**src/rtl/drp_bridge_pkg.sv**
```systemverilog
`timescale 1ns/1ps
package drp_bridge_pkg;
    localparam int BUS_DATA_W    = 32;
    localparam int OFS_RESET     = 'h40;
    localparam int OFS_SELECT    = 'h44;
    localparam int OFS_CONTROL   = 'h70;
    localparam int OFS_STATUS    = 'h74;
    localparam int CTL_START_BIT = 29;
    localparam int CTL_READ_BIT  = 28;
    localparam int CTL_ADDR_LSB  = 16;
    localparam int STAT_BUSY_BIT = 16;
endpackage

```
**src/rtl/drp_cfg_regs.sv**
```systemverilog
`timescale 1ns/1ps
module drp_cfg_regs (
    input  logic       clk,
    input  logic       rst_n,
    input  logic       wr_reset_i,
    input  logic       wr_select_i,
    input  logic [1:0] wdata_i,
    output logic       core_en_o,
    output logic       mgr_en_o,
    output logic       sel_o
);
    typedef struct packed {
        logic core_en;
        logic mgr_en;
        logic sel;
    } cfg_t;

    cfg_t cfg_d, cfg_q;

    always_comb begin
        cfg_d = cfg_q;
        if (wr_reset_i) begin
            cfg_d.core_en = wdata_i[0];
            cfg_d.mgr_en  = wdata_i[1];
        end
        if (wr_select_i) begin
            cfg_d.sel = wdata_i[0];
        end
    end

    always_ff @(posedge clk or negedge rst_n) begin
        if (!rst_n) cfg_q <= '0;
        else        cfg_q <= cfg_d;
    end

    assign core_en_o = cfg_q.core_en;
    assign mgr_en_o  = cfg_q.mgr_en;
    assign sel_o     = cfg_q.sel;

    AST_RESET_REG_HOLD: assert property (@(posedge clk) disable iff (!rst_n)
        !wr_reset_i |=> $stable({core_en_o, mgr_en_o}));
    AST_SELECT_HOLD: assert property (@(posedge clk) disable iff (!rst_n)
        !wr_select_i |=> $stable(sel_o));
endmodule

```
**src/rtl/drp_txn_engine.sv**
```systemverilog
`timescale 1ns/1ps
module drp_txn_engine #(
    parameter int AW = 7,
    parameter int DW = 16
) (
    input  logic          clk,
    input  logic          rst_n,
    input  logic          start_i,
    input  logic          rd_i,
    input  logic [AW-1:0] addr_i,
    input  logic [DW-1:0] data_i,
    input  logic          drp_rdy_i,
    input  logic [DW-1:0] drp_do_i,
    output logic          busy_o,
    output logic [DW-1:0] rdat_o,
    output logic          drp_en_o,
    output logic          drp_we_o,
    output logic [AW-1:0] drp_addr_o,
    output logic [DW-1:0] drp_di_o
);
    typedef struct packed {
        logic          busy;
        logic          en;
        logic          we;
        logic          rd;
        logic [AW-1:0] addr;
        logic [DW-1:0] di;
        logic [DW-1:0] rdat;
    } eng_t;

    eng_t st_d, st_q;
    logic accept;
    logic finish;

    always_comb begin
        accept = !st_q.busy && start_i;
        finish = st_q.busy && !st_q.en && drp_rdy_i;
        st_d    = st_q;
        st_d.en = 1'b0;
        st_d.we = 1'b0;
        if (accept) begin
            st_d.busy = 1'b1;
            st_d.en   = 1'b1;
            st_d.we   = !rd_i;
            st_d.rd   = rd_i;
            st_d.addr = addr_i;
            st_d.di   = data_i;
        end else if (finish) begin
            st_d.busy = 1'b0;
            if (st_q.rd) begin
                st_d.rdat = drp_do_i;
            end
        end
    end

    always_ff @(posedge clk or negedge rst_n) begin
        if (!rst_n) st_q <= '0;
        else        st_q <= st_d;
    end

    assign busy_o     = st_q.busy;
    assign rdat_o     = st_q.rdat;
    assign drp_en_o   = st_q.en;
    assign drp_we_o   = st_q.we;
    assign drp_addr_o = st_q.addr;
    assign drp_di_o   = st_q.di;

    AST_EN_ONE_CYCLE: assert property (@(posedge clk) disable iff (!rst_n)
        drp_en_o |=> !drp_en_o);
    AST_WE_WITH_EN: assert property (@(posedge clk) disable iff (!rst_n)
        drp_we_o |-> drp_en_o);
    AST_EN_MEANS_BUSY: assert property (@(posedge clk) disable iff (!rst_n)
        drp_en_o |-> busy_o);
    AST_BUSY_UNTIL_RDY: assert property (@(posedge clk) disable iff (!rst_n)
        (busy_o && !drp_rdy_i) |=> busy_o);
    AST_RDY_RELEASES: assert property (@(posedge clk) disable iff (!rst_n)
        (busy_o && !drp_en_o && drp_rdy_i) |=> !busy_o);
    AST_NO_START_WHILE_BUSY: assert property (@(posedge clk) disable iff (!rst_n)
        busy_o |=> !drp_en_o);
    AST_RDAT_ONLY_ON_READ: assert property (@(posedge clk) disable iff (!rst_n)
        !(busy_o && drp_rdy_i && !drp_en_o && st_q.rd) |=> $stable(rdat_o));
endmodule

```
**src/rtl/drp_reg_bridge.sv**
```systemverilog
`timescale 1ns/1ps
module drp_reg_bridge
    import drp_bridge_pkg::*;
#(
    parameter int BUS_ADDR_W = 8,
    parameter int DRP_ADDR_W = 7,
    parameter int DRP_DATA_W = 16
) (
    input  logic                  clk,
    input  logic                  rst_n,
    input  logic                  bus_wr_en,
    input  logic                  bus_rd_en,
    input  logic [BUS_ADDR_W-1:0] bus_addr,
    input  logic [BUS_DATA_W-1:0] bus_wdata,
    output logic [BUS_DATA_W-1:0] bus_rdata,
    output logic                  core_en,
    output logic                  mgr_en,
    output logic                  clk_sel,
    output logic                  drp_en,
    output logic                  drp_we,
    output logic [DRP_ADDR_W-1:0] drp_addr,
    output logic [DRP_DATA_W-1:0] drp_di,
    input  logic                  drp_rdy,
    input  logic [DRP_DATA_W-1:0] drp_do
);
    localparam int ADDR_TOP = CTL_ADDR_LSB + DRP_ADDR_W;

    logic                  hit_reset, hit_select, hit_control, hit_status;
    logic                  busy;
    logic [DRP_DATA_W-1:0] rdat;
    logic [BUS_DATA_W-1:0] rdata_d, rdata_q;
    logic                  unused_ok;

    always_comb begin
        hit_reset   = (bus_addr == BUS_ADDR_W'(OFS_RESET));
        hit_select  = (bus_addr == BUS_ADDR_W'(OFS_SELECT));
        hit_control = (bus_addr == BUS_ADDR_W'(OFS_CONTROL));
        hit_status  = (bus_addr == BUS_ADDR_W'(OFS_STATUS));
    end

    assign unused_ok = ^{bus_wdata[BUS_DATA_W-1:CTL_START_BIT+1],
                         bus_wdata[CTL_READ_BIT-1:ADDR_TOP]};

    drp_cfg_regs cfg_i (
        .clk         (clk),
        .rst_n       (rst_n),
        .wr_reset_i  (bus_wr_en && hit_reset),
        .wr_select_i (bus_wr_en && hit_select),
        .wdata_i     (bus_wdata[1:0]),
        .core_en_o   (core_en),
        .mgr_en_o    (mgr_en),
        .sel_o       (clk_sel)
    );

    drp_txn_engine #(
        .AW (DRP_ADDR_W),
        .DW (DRP_DATA_W)
    ) eng_i (
        .clk        (clk),
        .rst_n      (rst_n),
        .start_i    (bus_wr_en && hit_control && bus_wdata[CTL_START_BIT]),
        .rd_i       (bus_wdata[CTL_READ_BIT]),
        .addr_i     (bus_wdata[ADDR_TOP-1:CTL_ADDR_LSB]),
        .data_i     (bus_wdata[DRP_DATA_W-1:0]),
        .drp_rdy_i  (drp_rdy),
        .drp_do_i   (drp_do),
        .busy_o     (busy),
        .rdat_o     (rdat),
        .drp_en_o   (drp_en),
        .drp_we_o   (drp_we),
        .drp_addr_o (drp_addr),
        .drp_di_o   (drp_di)
    );

    always_comb begin
        rdata_d = rdata_q;
        if (bus_rd_en) begin
            rdata_d = '0;
            if (hit_reset) begin
                rdata_d[1:0] = {mgr_en, core_en};
            end else if (hit_select) begin
                rdata_d[0] = clk_sel;
            end else if (hit_status) begin
                rdata_d[STAT_BUSY_BIT]   = busy;
                rdata_d[DRP_DATA_W-1:0] = rdat;
            end
        end
    end

    always_ff @(posedge clk or negedge rst_n) begin
        if (!rst_n) rdata_q <= '0;
        else        rdata_q <= rdata_d;
    end

    assign bus_rdata = rdata_q;

    AST_RDATA_HOLD: assert property (@(posedge clk) disable iff (!rst_n)
        !bus_rd_en |=> $stable(bus_rdata));
    AST_CONTROL_READS_ZERO: assert property (@(posedge clk) disable iff (!rst_n)
        (bus_rd_en && hit_control) |=> (bus_rdata == '0));
    AST_STATUS_SHOWS_BUSY: assert property (@(posedge clk) disable iff (!rst_n)
        (bus_rd_en && hit_status && busy) |=> bus_rdata[STAT_BUSY_BIT]);
endmodule

```
**config.mk**
```make
export PLATFORM = sky130hd
export DESIGN_NAME = drp_reg_bridge
export DESIGN_NICKNAME = d
export VERILOG_FILES = /design/src/rtl/drp_bridge_pkg.sv /design/src/rtl/drp_cfg_regs.sv /design/src/rtl/drp_txn_engine.sv /design/src/rtl/drp_reg_bridge.sv
export SDC_FILE = /design/constraint.sdc
export NUM_CORES = 1
export LEC_CHECK = 0
export BUFFER_PORTS_ARGS = -buffer_cell sky130_fd_sc_hd__clkbuf_2
export CAP_MARGIN = 10
export CORE_MARGIN = 2
export CORE_UTILIZATION = 47
export CTS_CLUSTER_SIZE = 30
export DETAILED_ROUTE_END_ITERATION = 10
export PLACE_DENSITY = 0.79
export SLEW_MARGIN = 20
export SYNTH_ARGS = -nofsm -noshare
export SYNTH_HDL_FRONTEND = slang
export SYNTH_SLANG_ARGS = --single-unit
```
**constraint.sdc**
```tcl
create_clock -name clk -period 1.56 [get_ports clk]
set_input_delay 0.468 -clock clk [delete_from_list [all_inputs] [get_ports clk]]
set_output_delay 0.468 -clock clk [all_outputs]
set_load 0.005 [all_outputs]
```
Word level (Yosys, flattened, before mapping)

Cells that the tools add are included.

Memories: 0
Memory bits (writable): 0
Memory bits (read-only): 0
Input bits: 61
Output and inout port bits: 60
Bits in latches: 0
Bits in registers: 63

Magnitude comparators: 0
Reductions and logical operators: 12
Muxes and demuxes: 8
Eq/ne operators: 4
Shift-type cells: 0
Div/mod/pow operators: 0
Bitwise gates (word level): 1
Add/subtract/negate cells: 0
Multipliers: 0

Operator list:

| cell                                                                   | number |
|---|---|
| 8-bit by 7-bit equality test with 1-bit output (second input constant) | 4 |
| 26-bit two-way mux                                                     | 1 |
| 17-bit two-way mux                                                     | 1 |
| 16-bit two-way mux                                                     | 1 |
| 15-bit two-way mux                                                     | 1 |
| 1-bit logical AND                                                      | 7 |
| 1-bit zero test                                                        | 3 |
| 1-bit two-way mux                                                      | 3 |
| 3-bit AND reduction                                                    | 1 |
| 2-bit two-way mux                                                      | 1 |
| 2-bit nonzero test                                                     | 1 |
| 1-bit NOT                                                              | 1 |

Depth between registers and ports, before layout

Gate-level depths: netlist of run 1.

Depth in word-level cells: 6
Gate-level depth with buffers: 4
Depth with buffers taken out: 3

Hierarchy

A second synthesis of run 1 with hierarchy kept.

Cells, all modules: 208
Area total of the unflattened synthesis: 2926.6 sq um

Modules (own cells, without submodules):

| module         | instances | area each (sq um) | seq. area each (sq um) | cells each |
|---|---|---|---|---|
| drp_txn_engine | 1         | 1959.4            | 1076.0                 | 132 |
| drp_reg_bridge | 1         | 858.3             | 425.4                  | 70 |
| drp_cfg_regs   | 1         | 108.9             | 75.1                   | 6 |

Least setup slack after synthesis of run 1

No wires, ideal clock.

Path type: in2reg
Start: input port bus_addr[3]
End: register rdata_q[10] (netlist: bus_rdata[10])
Buffers on the path: 1
Library setup time: 0.064 ns
Cell stages on the path: 4
Slack: -0.008 ns
Arrival: 1.503 ns
Path through: or4b_4 nor3_4 buf_6 a22o_2

Longest elaborated chain between the ends: 4
Elaborated cells between the ends (all ways): 6
Classes of those cells: eq/ne: 3; mux: 3

RTL lines:

| item                                           | RTL line             | source |
|---|---|---|
| from (decl)                                    | drp_reg_bridge.sv:13 | `input logic [BUS_ADDR_W-1:0] bus_addr,` |
| 8-bit by 7-bit equality test with 1-bit output | drp_reg_bridge.sv:38 | `hit_status = (bus_addr == BUS_ADDR_W'(OFS_STATUS));` |
| 17-bit two-way mux                             | drp_reg_bridge.sv:83 | `end else if (hit_status) begin` |
| 16-bit two-way mux                             | drp_reg_bridge.sv:81 | `end else if (hit_select) begin` |
| 15-bit two-way mux (*)                         | drp_reg_bridge.sv:79 | `if (hit_reset) begin` |
| to (signal assigned)                           | drp_reg_bridge.sv:92 | `else rdata_q <= rdata_d;` |
| to (decl)                                      | drp_reg_bridge.sv:31 | `logic [BUS_DATA_W-1:0] rdata_d, rdata_q;` |

Every way passes the cells marked *; elsewhere a longest branch is shown, timed or not.
A chain may end at the register's enable or synchronous reset.

Worst setup path in the final report of run 1

Start: register eng_i.st_q, in the netlist eng_i.busy_o
End: register eng_i.st_q, in the netlist eng_i.drp_di_o[9]

Longest elaborated chain between the ends: 2

RTL lines:

| item                   | RTL line             | source |
|---|---|---|
| from (decl)            | drp_txn_engine.sv:31 | `eng_t st_d, st_q;` |
| from (signal assigned) | drp_txn_engine.sv:58 | `else st_q <= st_d;` |
| 1-bit zero test        | drp_txn_engine.sv:36 | `accept = !st_q.busy && start_i;` |
| 1-bit logical AND      | drp_txn_engine.sv:36 |  |

Every way passes these cells.

==> results of run 1 <==
-- layout make-up --
type | count | area [µm²] | area share
Timing Repair Buffer | 110 | 656 | 0.190
Tap cell | 72 | 90.1 | 0.0261
Clock buffer | 13 | 159 | 0.0461
Multi-Input combinational cell | 96 | 888 | 0.258
Sequential cell | 63 | 1580 | 0.458
Clock inverter | 3 | 65.1 | 0.0189
Inverter | 3 | 11.3 | 0.00327
-- sequential cells by signal, summed over array words and instances, names as in the netlist --
register and flops:
bus_rdata 17, cfg_i.core_en_o 1, cfg_i.mgr_en_o 1, cfg_i.sel_o 1
eng_i.busy_o 1, eng_i.drp_addr_o 7, eng_i.drp_di_o 16, eng_i.drp_en_o 1
eng_i.drp_we_o 1, eng_i.rdat_o 16, eng_i.st_q 1
-- cells by family after synthesis --
logic type	count (synthesis)	share of synthesized area
and+or+nand+nor	17	0.0573
buffers and inverters	46	0.123
other	1	0.00136
AOI/OAI and AO/OA	21	0.0691
DFF	63	0.573
muxes	43	0.176
-- cells in the final DEF, fill, tap and decap left out, types with 2 or more instances in the layout --
| master | synthesis | layout |
|---|---|---|
| a22o_1 | 6 | 6 |
| a22o_2 | 10 | 10 |
| and3_1 | 2 | 2 |
| buf_12 | 0 | 6 |
| buf_4 | 38 | 6 |
| bufinv_16 | 0 | 2 |
| clkbuf_1 | 1 | 2 |
| clkbuf_2 | 0 | 98 |
| clkbuf_8 | 0 | 11 |
| conb_1 | 1 | 15 |
| dfrtp_1 | 63 | 63 |
| inv_1 | 2 | 2 |
| mux2_2 | 43 | 43 |
| nand4b_1 | 2 | 2 |
-- power by group through the flow --
stage | sequential (mW) | combinational (mW) | clock (mW)
after floorplan | 1.69 | 0.101 | 0
after global placement | 1.70 | 0.204 | 0
after detailed placement | 1.70 | 0.209 | 0
after CTS | 1.67 | 0.209 | 1.60
after global routing | 1.67 | 0.231 | 1.68
final | 1.67 | 0.204 | 1.55
-- routing by layer --
layer | wire, µm | GRT usage | vias to the layer above
met4 | 64 | 0.0712 | 0
met2 | 2370 | 0.275 | 75
met1 | 2070 | 0.186 | 840
li1 | - | - | 806
met5 | 0 | 0 | -
met3 | 414 | 0.0517 | 9
-- through the flow --
stage	instances	setup TNS, ns	util	total power, mW	setup WS [ns]
after floorplan	205	-0.0779	-	1.79	-0.00788
after global placement	344	-3.52	0.578	1.90	-0.101
after detailed placement	344	-4.31	0.578	1.91	-0.115
after CTS	360	0	0.618	3.48	0.0851
after global routing	360	0	0.618	3.58	0.0514
final	360	0	0.618	3.42	0.101
-- worst reg2reg max path, delay by kind of cell, from the launching register on --
family	cells	cell delay (ns)
DFF	1	0.43
and+or+nand+nor	2	0.44
muxes	1	0.29
buffers and inverters	1	0.19
-- final timing paths --
| check | endpoint | cells after the start | slack [ns] | start |
|---|---|---|---|---|
| setup / recovery | eng_i.drp_di_o[9] | 4 | 0.10 | eng_i.busy_o |
| hold / removal | eng_i.rdat_o[8] | 1 | 0.05 | rst_n |
| setup reg to reg | eng_i.drp_di_o[9] | 4 | 0.10 | eng_i.busy_o |
| hold reg to reg | bus_rdata[4] | 1 | 0.49 | eng_i.rdat_o[4] |
| max in group asynchronous | eng_i.drp_addr_o[0] | 2 | 1.03 | rst_n |
| min in group clk | eng_i.drp_we_o | 2 | 0.30 | bus_wdata[28] |
==> metrics.log, run 1 <==
[metrics] via count of the first global-routing pass: 1743
[metrics] # IOs: 121
[metrics] Clk Latency, worst-skew pair: 0.33 ns
[metrics] flop and latch count out of synthesis: 63
[metrics] clock root buffer: clkbuf_8
[metrics] fraction of final layout cells with drive strength greater than 1: 0.632
[metrics] top cell type by total area after synthesis: dfrtp_1
[metrics] power share of the sequential group: 0.487
[metrics] initial antenna violation count: 0
[metrics] status: finished, final reports clean
[metrics] maximum clock rate: 0.685 GHz
[metrics] area growth from synthesis to layout: 25.2%
[metrics] row cnt: 27
[metrics] unrepaired setup endpoints after global routing: no
[metrics] width of the die: 80.5 µm
[metrics] PwrDens: 993 nW/µm²
[metrics] gate count of the mapped netlist: 191
[metrics] clock tree from TritonCTS: yes
[metrics] Setup crit end kind: register
[metrics] peak per-stage delay on the critical path: 0.43 ns
[metrics] first-pass GRT wire length: 7.82 mm
[metrics] # resized after CTS: 0
[metrics] number of buffers inserted to repair setup after CTS: 0
[metrics] cells traversed along the worst timing path: nor3b_1, nand3_2, buf_12, mux2_2
[metrics] Total Nets Final: 344
[metrics] leading register cell type out of synthesis: dfrtp_1
[metrics] cts hold-fix bufs: 0
[metrics] Async S/R FF share, synth: 1.00
[metrics] via count of the routed design: 1730
[metrics] residual antenna-violating net count after detailed routing: 0
[metrics] share of power burned in the clock network: 0.454
[metrics] number of distinct standard cells referenced by the synthesized netlist: 31
[metrics] Initial Utilization: 0.494
[metrics] detailed-route wire length: 4.92 mm
[metrics] clock input transition at the sequential cells of the worst setup and hold paths: 0.07 ns
[metrics] fraction of post-synthesis cell area in the top cell type by area: 0.573
[metrics] count leader, synth: dfrtp_1
[metrics] drt first pass iters: 4
[metrics] Avg Vias per Cell: 4.81
[metrics] cell area after technology mapping: 2750 µm²
[metrics] final instance area: 3450 µm²
[metrics] maximum level of the CTS H-tree: 3
[metrics] pin count of the biggest net entering global routing: 32
[metrics] signal arrival time at the worst endpoint: 1.67 ns
[metrics] CTS Buf Count: 9
[metrics] CTS Sinks: 63
[metrics] number of flops mapped to enable cells by yosys: 0
[metrics] Wirelength per Cell: 13.7 µm
[metrics] routability congestion estimate from global placement: 0.818
[metrics] Filler Cell Count: 449
[metrics] hold crit path type: in2async
[metrics] maximum fanout along the worst path: 25
[metrics] Worst path top cell family by delay: flip-flops
[metrics] placed cell areas: 3220 µm²
[metrics] Worst path slowest cell: dfrtp_1
[metrics] count of warnings emitted by yosys: 0
[metrics] drt drc: 0
[metrics] Logic pwr share: 0.060
[metrics] final hold violations: 0
[metrics] clk buf depth: 2
[metrics] minimum clock period after layout: 1.46 ns
[metrics] global route overflow: 0
[metrics] Worst Hold Margin: 0.0485 ns
[metrics] iteration-0 DRC count of the detailed router: 40
[metrics] fraction of the yosys area taken by sequential cells: 0.573
[metrics] placed wire-length estimate: 3.76 mm
[metrics] startpoint kind of the worst setup timing path: register
[metrics] maximum clock skew at final layout: 0.00402 ns
[metrics] input/output buffers: 98
[metrics] commonest cells in the synthesized netlist: dfrtp_1, mux2_2, buf_4
[metrics] Slew Limit Fails: 0
[metrics] full die area: 6480 µm²
[metrics] MaxCap Viol Count: 0
[metrics] main area contributors after synthesis: dfrtp_1, mux2_2, buf_4, a22o_2, a22o_1
[metrics] final clock period utilization by the worst path: 0.935
[metrics] Switching Power: 676 µW
[metrics] die height: 80.5 µm
[metrics] design internal power: 2.75 mW
[metrics] Data required, critical path: 1.77 ns
[metrics] P_leak: 1.95 nW
[metrics] switching fraction of total power: 0.198
[metrics] type of the setup path with the least slack: reg2reg
[metrics] Worst IR Drop VDD: 0.000608 V
[metrics] Placeable Area: 5570 µm²
[metrics] Final setup violation count: 0
[metrics] worst path bufs/invs: 1
[metrics] Inserted Diodes: 0
[metrics] average cell area after synthesis: 14.4 µm²
[metrics] total routing usage reported by global routing: 0.162
No activity file was read; power rests on OpenSTA's default activity.
==> run 2: changes to the inputs <==
--- a/config.mk
+++ b/config.mk
@@ -8,10 +8,12 @@
 export BUFFER_PORTS_ARGS = -buffer_cell sky130_fd_sc_hd__clkbuf_2
 export CAP_MARGIN = 10
 export CORE_MARGIN = 2
-export CORE_UTILIZATION = 47
+export CORE_UTILIZATION = 49
+export CTS_BUF_LIST = sky130_fd_sc_hd__clkbuf_8
 export CTS_CLUSTER_SIZE = 30
 export DETAILED_ROUTE_END_ITERATION = 10
-export PLACE_DENSITY = 0.79
+export MAX_ROUTING_LAYER = met4
+export PLACE_DENSITY = 0.82
 export SLEW_MARGIN = 20
 export SYNTH_ARGS = -nofsm -noshare
 export SYNTH_HDL_FRONTEND = slang
==> metrics.log, run 2 (same netlist as run 1, synthesis figures left out) <==
[metrics] highest-count cells in the layout ignoring fill and taps: clkbuf_2, dfrtp_1, mux2_2, conb_1
[metrics] clock root buffer: clkbuf_8
[metrics] total routing usage reported by global routing: 0.169
[metrics] via count of the routed design: 1727
[metrics] drt drc: 0
[metrics] maximum level of the CTS H-tree: 3
[metrics] Worst path slowest cell: dfrtp_1
[metrics] maximum fanout along the worst path: 25
[metrics] MaxCap Viol Count: 0
[metrics] initial antenna violation count: 0
[metrics] width of the die: 78.9 µm
[metrics] clock tree from TritonCTS: yes
[metrics] most used routing layer in global routing: met2
[metrics] final setup TNS: 0 ns
[metrics] global-route met2 utilization: 0.280
[metrics] P_leak: 1.93 nW
[metrics] CTS Buf Count: 9
[metrics] routability congestion estimate from global placement: 0.766
[metrics] placed wire-length estimate: 3.57 mm
[metrics] type of the setup path with the least slack: reg2reg
[metrics] signal arrival time at the worst endpoint: 1.65 ns
[metrics] # resized after CTS: 0
[metrics] PwrDens: 946 nW/µm²
[metrics] Inserted Diodes: 0
[metrics] residual antenna-violating net count after detailed routing: 0
[metrics] total power after layout: 3.20 mW
[metrics] met1 Use GR: 0.188
[metrics] Data required, critical path: 1.76 ns
[metrics] global route overflow: 0
[metrics] via count of the first global-routing pass: 1741
[metrics] unrepaired setup endpoints after global routing: no
[metrics] fraction of final layout cells with drive strength greater than 1: 0.627
[metrics] input/output buffers: 98
[metrics] # IOs: 121
[metrics] first-pass GRT wire length: 7.77 mm
[metrics] Worst IR Drop VDD: 0.000610 V
[metrics] grt met3 use: 0.0386
[metrics] cts hold-fix bufs: 0
[metrics] cells traversed along the worst timing path: nor3b_1, nand3_2, buf_12, mux2_2
[metrics] Total Nets Final: 343
[metrics] final clock period utilization by the worst path: 0.928
[metrics] iteration-0 DRC count of the detailed router: 48
[metrics] full die area: 6230 µm²
[metrics] Avg Vias per Cell: 4.81
[metrics] Placeable Area: 5470 µm²
[metrics] worst path bufs/invs: 1
[metrics] maximum clock skew at final layout: 0.0110 ns
[metrics] final hold violations: 0
[metrics] minimum clock period after layout: 1.45 ns
[metrics] Setup crit end kind: register
[metrics] drt first pass iters: 5
[metrics] clk buf depth: 2
[metrics] Largest register FFs: 17
[metrics] Clk Latency, worst-skew pair: 0.32 ns
[metrics] startpoint kind of the worst setup timing path: register
[metrics] flop2flop setup slack: 0.11 ns
[metrics] Worst path top cell family by delay: flip-flops
[metrics] clock input transition at the sequential cells of the worst setup and hold paths: 0.07 ns
[metrics] Initial Utilization: 0.503
[metrics] Slew Limit Fails: 0
[metrics] peak per-stage delay on the critical path: 0.42 ns
[metrics] area growth from synthesis to layout: 22.9%
[metrics] Wirelength per Cell: 13.5 µm
[metrics] maximum clock rate: 0.691 GHz
[metrics] hold crit path type: in2async
[metrics] pin count of the biggest net entering global routing: 64
[metrics] most common cell after layout, fill and taps aside: clkbuf_2
[metrics] die height: 78.9 µm
[metrics] number of buffers inserted to repair setup after CTS: 0
[metrics] status: finished, final reports clean
[metrics] Final setup violation count: 0
[metrics] row cnt: 27
[metrics] detailed-route wire length: 4.84 mm
[metrics] CTS Sinks: 63
## run 2: per-stage QoR
stage               setup WS, ns  hold slack, ns  cell area (µm²)  instances   util
floorplan               -0.00788           0.172             2800        205      -
global placement          -0.102           0.469             3190        343  0.583
detailed placement        -0.130           0.481             3190        343  0.583
CTS                        0.101           0.146             3380        359  0.618
global route              0.0435           0.162             3380        359  0.618
finish                     0.112           0.142             3380        359  0.618
## run 2: routing by layer
metal  part of all wire  up-vias  wire length (µm)
met1               0.41      827              1980
met2               0.50       77              2400
met3              0.072       12               347
met5                  0        -                 0
met4              0.023        0               112
li1                   -      811                 -
## run 2: path summary, 6_finish.rpt
kind / startpoint / endpoint / cells past startpoint
max in group asynchronous: rst_n / eng_i.drp_di_o[12] / 2
max reg2reg: eng_i.busy_o / eng_i.drp_di_o[7] / 4
max: eng_i.busy_o / eng_i.drp_di_o[7] / 4
min in group clk: bus_wdata[28] / eng_i.drp_we_o / 2
min reg2reg: eng_i.rdat_o[7] / bus_rdata[7] / 1
min: rst_n / eng_i.drp_addr_o[3] / 2
## run 2: cell type report
cell class	instances	area [µm²]
timing repair buffer	109	623
fill	454	2090
sequential	63	1580
clock inverter	6	53.8
inverter	3	11.3
multi-input combinational	96	888
tap	72	90.1
clock buffer	10	138
## run 2: report_power, final
part	leakage (nW)	switching [mW]	internal (mW)
logic	0.945	0.0973	0.0988
registers	0.878	0.0113	1.65
clock network	0.106	0.574	0.761
total	1.93	0.682	2.51
==> run 3: changes to the inputs <==
==> constraint.sdc (replaced) <==
create_clock -name clk -period 1.45 [get_ports clk]
set_input_delay 0.435 -clock clk [delete_from_list [all_inputs] [get_ports clk]]
set_output_delay 0.435 -clock clk [all_outputs]
set_load 0.005 [all_outputs]
==> metrics.log, run 3 (same netlist as run 1, synthesis figures left out) <==
[metrics] # IOs: 121
[metrics] pin count of the biggest net entering global routing: 58
[metrics] row cnt: 27
[metrics] CTS Buf Count: 9
[metrics] fraction of final layout cells with drive strength greater than 1: 0.628
[metrics] Filler Cell Count: 443
[metrics] drt first pass iters: 4
[metrics] final instance area: 3430 µm²
[metrics] reg2reg start: eng_i.busy_o
[metrics] CTS Sinks: 63
[metrics] end point of the most critical hold path: eng_i.drp_we_o
[metrics] area growth from synthesis to layout: 24.6%
[metrics] final clock period utilization by the worst path: 0.962
[metrics] number of cells on the worst reg-to-reg path: 4
[metrics] Initial Utilization: 0.503
[metrics] Hold Path Cell Cnt: 2
[metrics] width of the die: 78.9 µm
[metrics] Placeable Area: 5470 µm²
[metrics] Final setup violation count: 0
[metrics] clk buf depth: 2
[metrics] Setup crit end kind: register
[metrics] clock input transition at the sequential cells of the worst setup and hold paths: 0.06 ns
[metrics] worst reg2reg endpoint: eng_i.drp_di_o[14]
[metrics] die height: 78.9 µm
[metrics] Largest register FFs: 17
[metrics] status: finished, final reports clean
[metrics] routability congestion estimate from global placement: 0.780
[metrics] input/output buffers: 98
[metrics] Data required, critical path: 1.65 ns
[metrics] unrepaired setup endpoints after global routing: no
[metrics] Clk Latency, worst-skew pair: 0.32 ns
[metrics] final hold violations: 0
[metrics] iteration-0 DRC count of the detailed router: 22
[metrics] maximum level of the CTS H-tree: 3
[metrics] Total Nets Final: 346
[metrics] clock root buffer: clkbuf_8
[metrics] residual antenna-violating net count after detailed routing: 0
[metrics] Avg Vias per Cell: 4.77
[metrics] via count of the routed design: 1726
[metrics] Worst Hold Margin: 0.283 ns
[metrics] Worst IR Drop VDD: 0.000627 V
[metrics] minimum clock period after layout: 1.40 ns
[metrics] placed wire-length estimate: 3.72 mm
[metrics] MaxCap Viol Count: 0
[metrics] highest-count cells in the layout ignoring fill and taps: clkbuf_2, dfrtp_1, mux2_2, conb_1
[metrics] PwrDens: 1010 nW/µm²
[metrics] maximum clock rate: 0.717 GHz
[metrics] placed cell areas: 3230 µm²
[metrics] Inserted Diodes: 0
[metrics] global route overflow: 0
[metrics] hold path start: bus_wdata[28]
[metrics] startpoint kind of the worst setup timing path: register
[metrics] Wirelength per Cell: 13.7 µm
[metrics] final setup TNS: 0 ns
[metrics] most common cell after layout, fill and taps aside: clkbuf_2
[metrics] maximum fanout along the worst path: 25
[metrics] maximum clock skew at final layout: 0.00797 ns
[metrics] setup slack after layout: 0.0547 ns
[metrics] worst slack after detailed placement: -0.210 ns
[metrics] detailed-route wire length: 4.94 mm
[metrics] total routing usage reported by global routing: 0.172
[metrics] hold crit path type: in2reg
[metrics] type of the setup path with the least slack: reg2reg
[metrics] clock tree from TritonCTS: yes
[metrics] flop2flop setup slack: 0.05 ns
[metrics] total power after layout: 3.44 mW
[metrics] drt drc: 0
[metrics] Slew Limit Fails: 0
[metrics] P_leak: 1.95 nW
[metrics] first-pass GRT wire length: 7.91 mm
[metrics] signal arrival time at the worst endpoint: 1.59 ns
[metrics] via count of the first global-routing pass: 1764
[metrics] full die area: 6230 µm²
[metrics] initial antenna violation count: 0
[run 3: changes by cell type in the layout (fill, tap and decap cells not counted), sizes merged]
cell | before | now
buf | 12 | 13
clkbuf | 107 | 108
dlygate4sd3 | 0 | 1
[run 3: layout make-up]
class | count | area (µm²) | area share
Clock inverter | 6 | 53.8 | 0.0157
Sequential cell | 63 | 1580 | 0.460
Multi-Input combinational cell | 96 | 897 | 0.262
Timing Repair Buffer | 112 | 661 | 0.193
Inverter | 3 | 11.3 | 0.00329
Tap cell | 72 | 90.1 | 0.0263
Clock buffer | 10 | 138 | 0.0402
[run 3: repair_timing]
item                      CTS  global route
hold buffers                1             0
setup buffers               0             0
hold endpoints to repair    6             0
resized for setup           0             0
[run 3: routing by layer]
layer	share of wire	track usage	wire, µm
met2	0.50	0.295	2490
met3	0.065	0.0477	319
met5	0	-	0
met1	0.42	0.185	2050
met4	0.016	0.0828	81
[run 3: per-stage QoR]
step / instances / utilization
floorplan: 205 / -
global placement: 345 / 0.589
detailed placement: 345 / 0.589
CTS: 362 / 0.626
global route: 362 / 0.626
finish: 362 / 0.626
[run 3: worst max-delay path, cell delays in order, from the launching register on]
cell and delay (ns):
dfrtp_1 0.39, nor3b_1 0.27, nand3_2 0.14, buf_12 0.19
mux2_2 0.28
[run 3: how the worst max path moves through the flow]
stage / cells after the start / slack, ns / endpoint / from
6_report: 4 / 0.05 / eng_i.drp_di_o[14] / eng_i.busy_o
5_1_grt: 4 / 0.02 / eng_i.drp_di_o[10] / eng_i.busy_o
4_1_cts: 4 / 0.05 / eng_i.drp_addr_o[2] / eng_i.busy_o
3_5_place_dp: 5 / -0.21 / bus_rdata[15] / bus_addr[3]
3_3_place_gp: 5 / -0.18 / bus_rdata[9] / bus_addr[3]
2_1_floorplan: 4 / -0.08 / bus_rdata[10] / bus_addr[3]
[run 3: power by group]
part	internal, mW	switching [mW]
clock network	0.819	0.610
registers	1.78	0.0124
logic	0.113	0.109
total	2.71	0.732
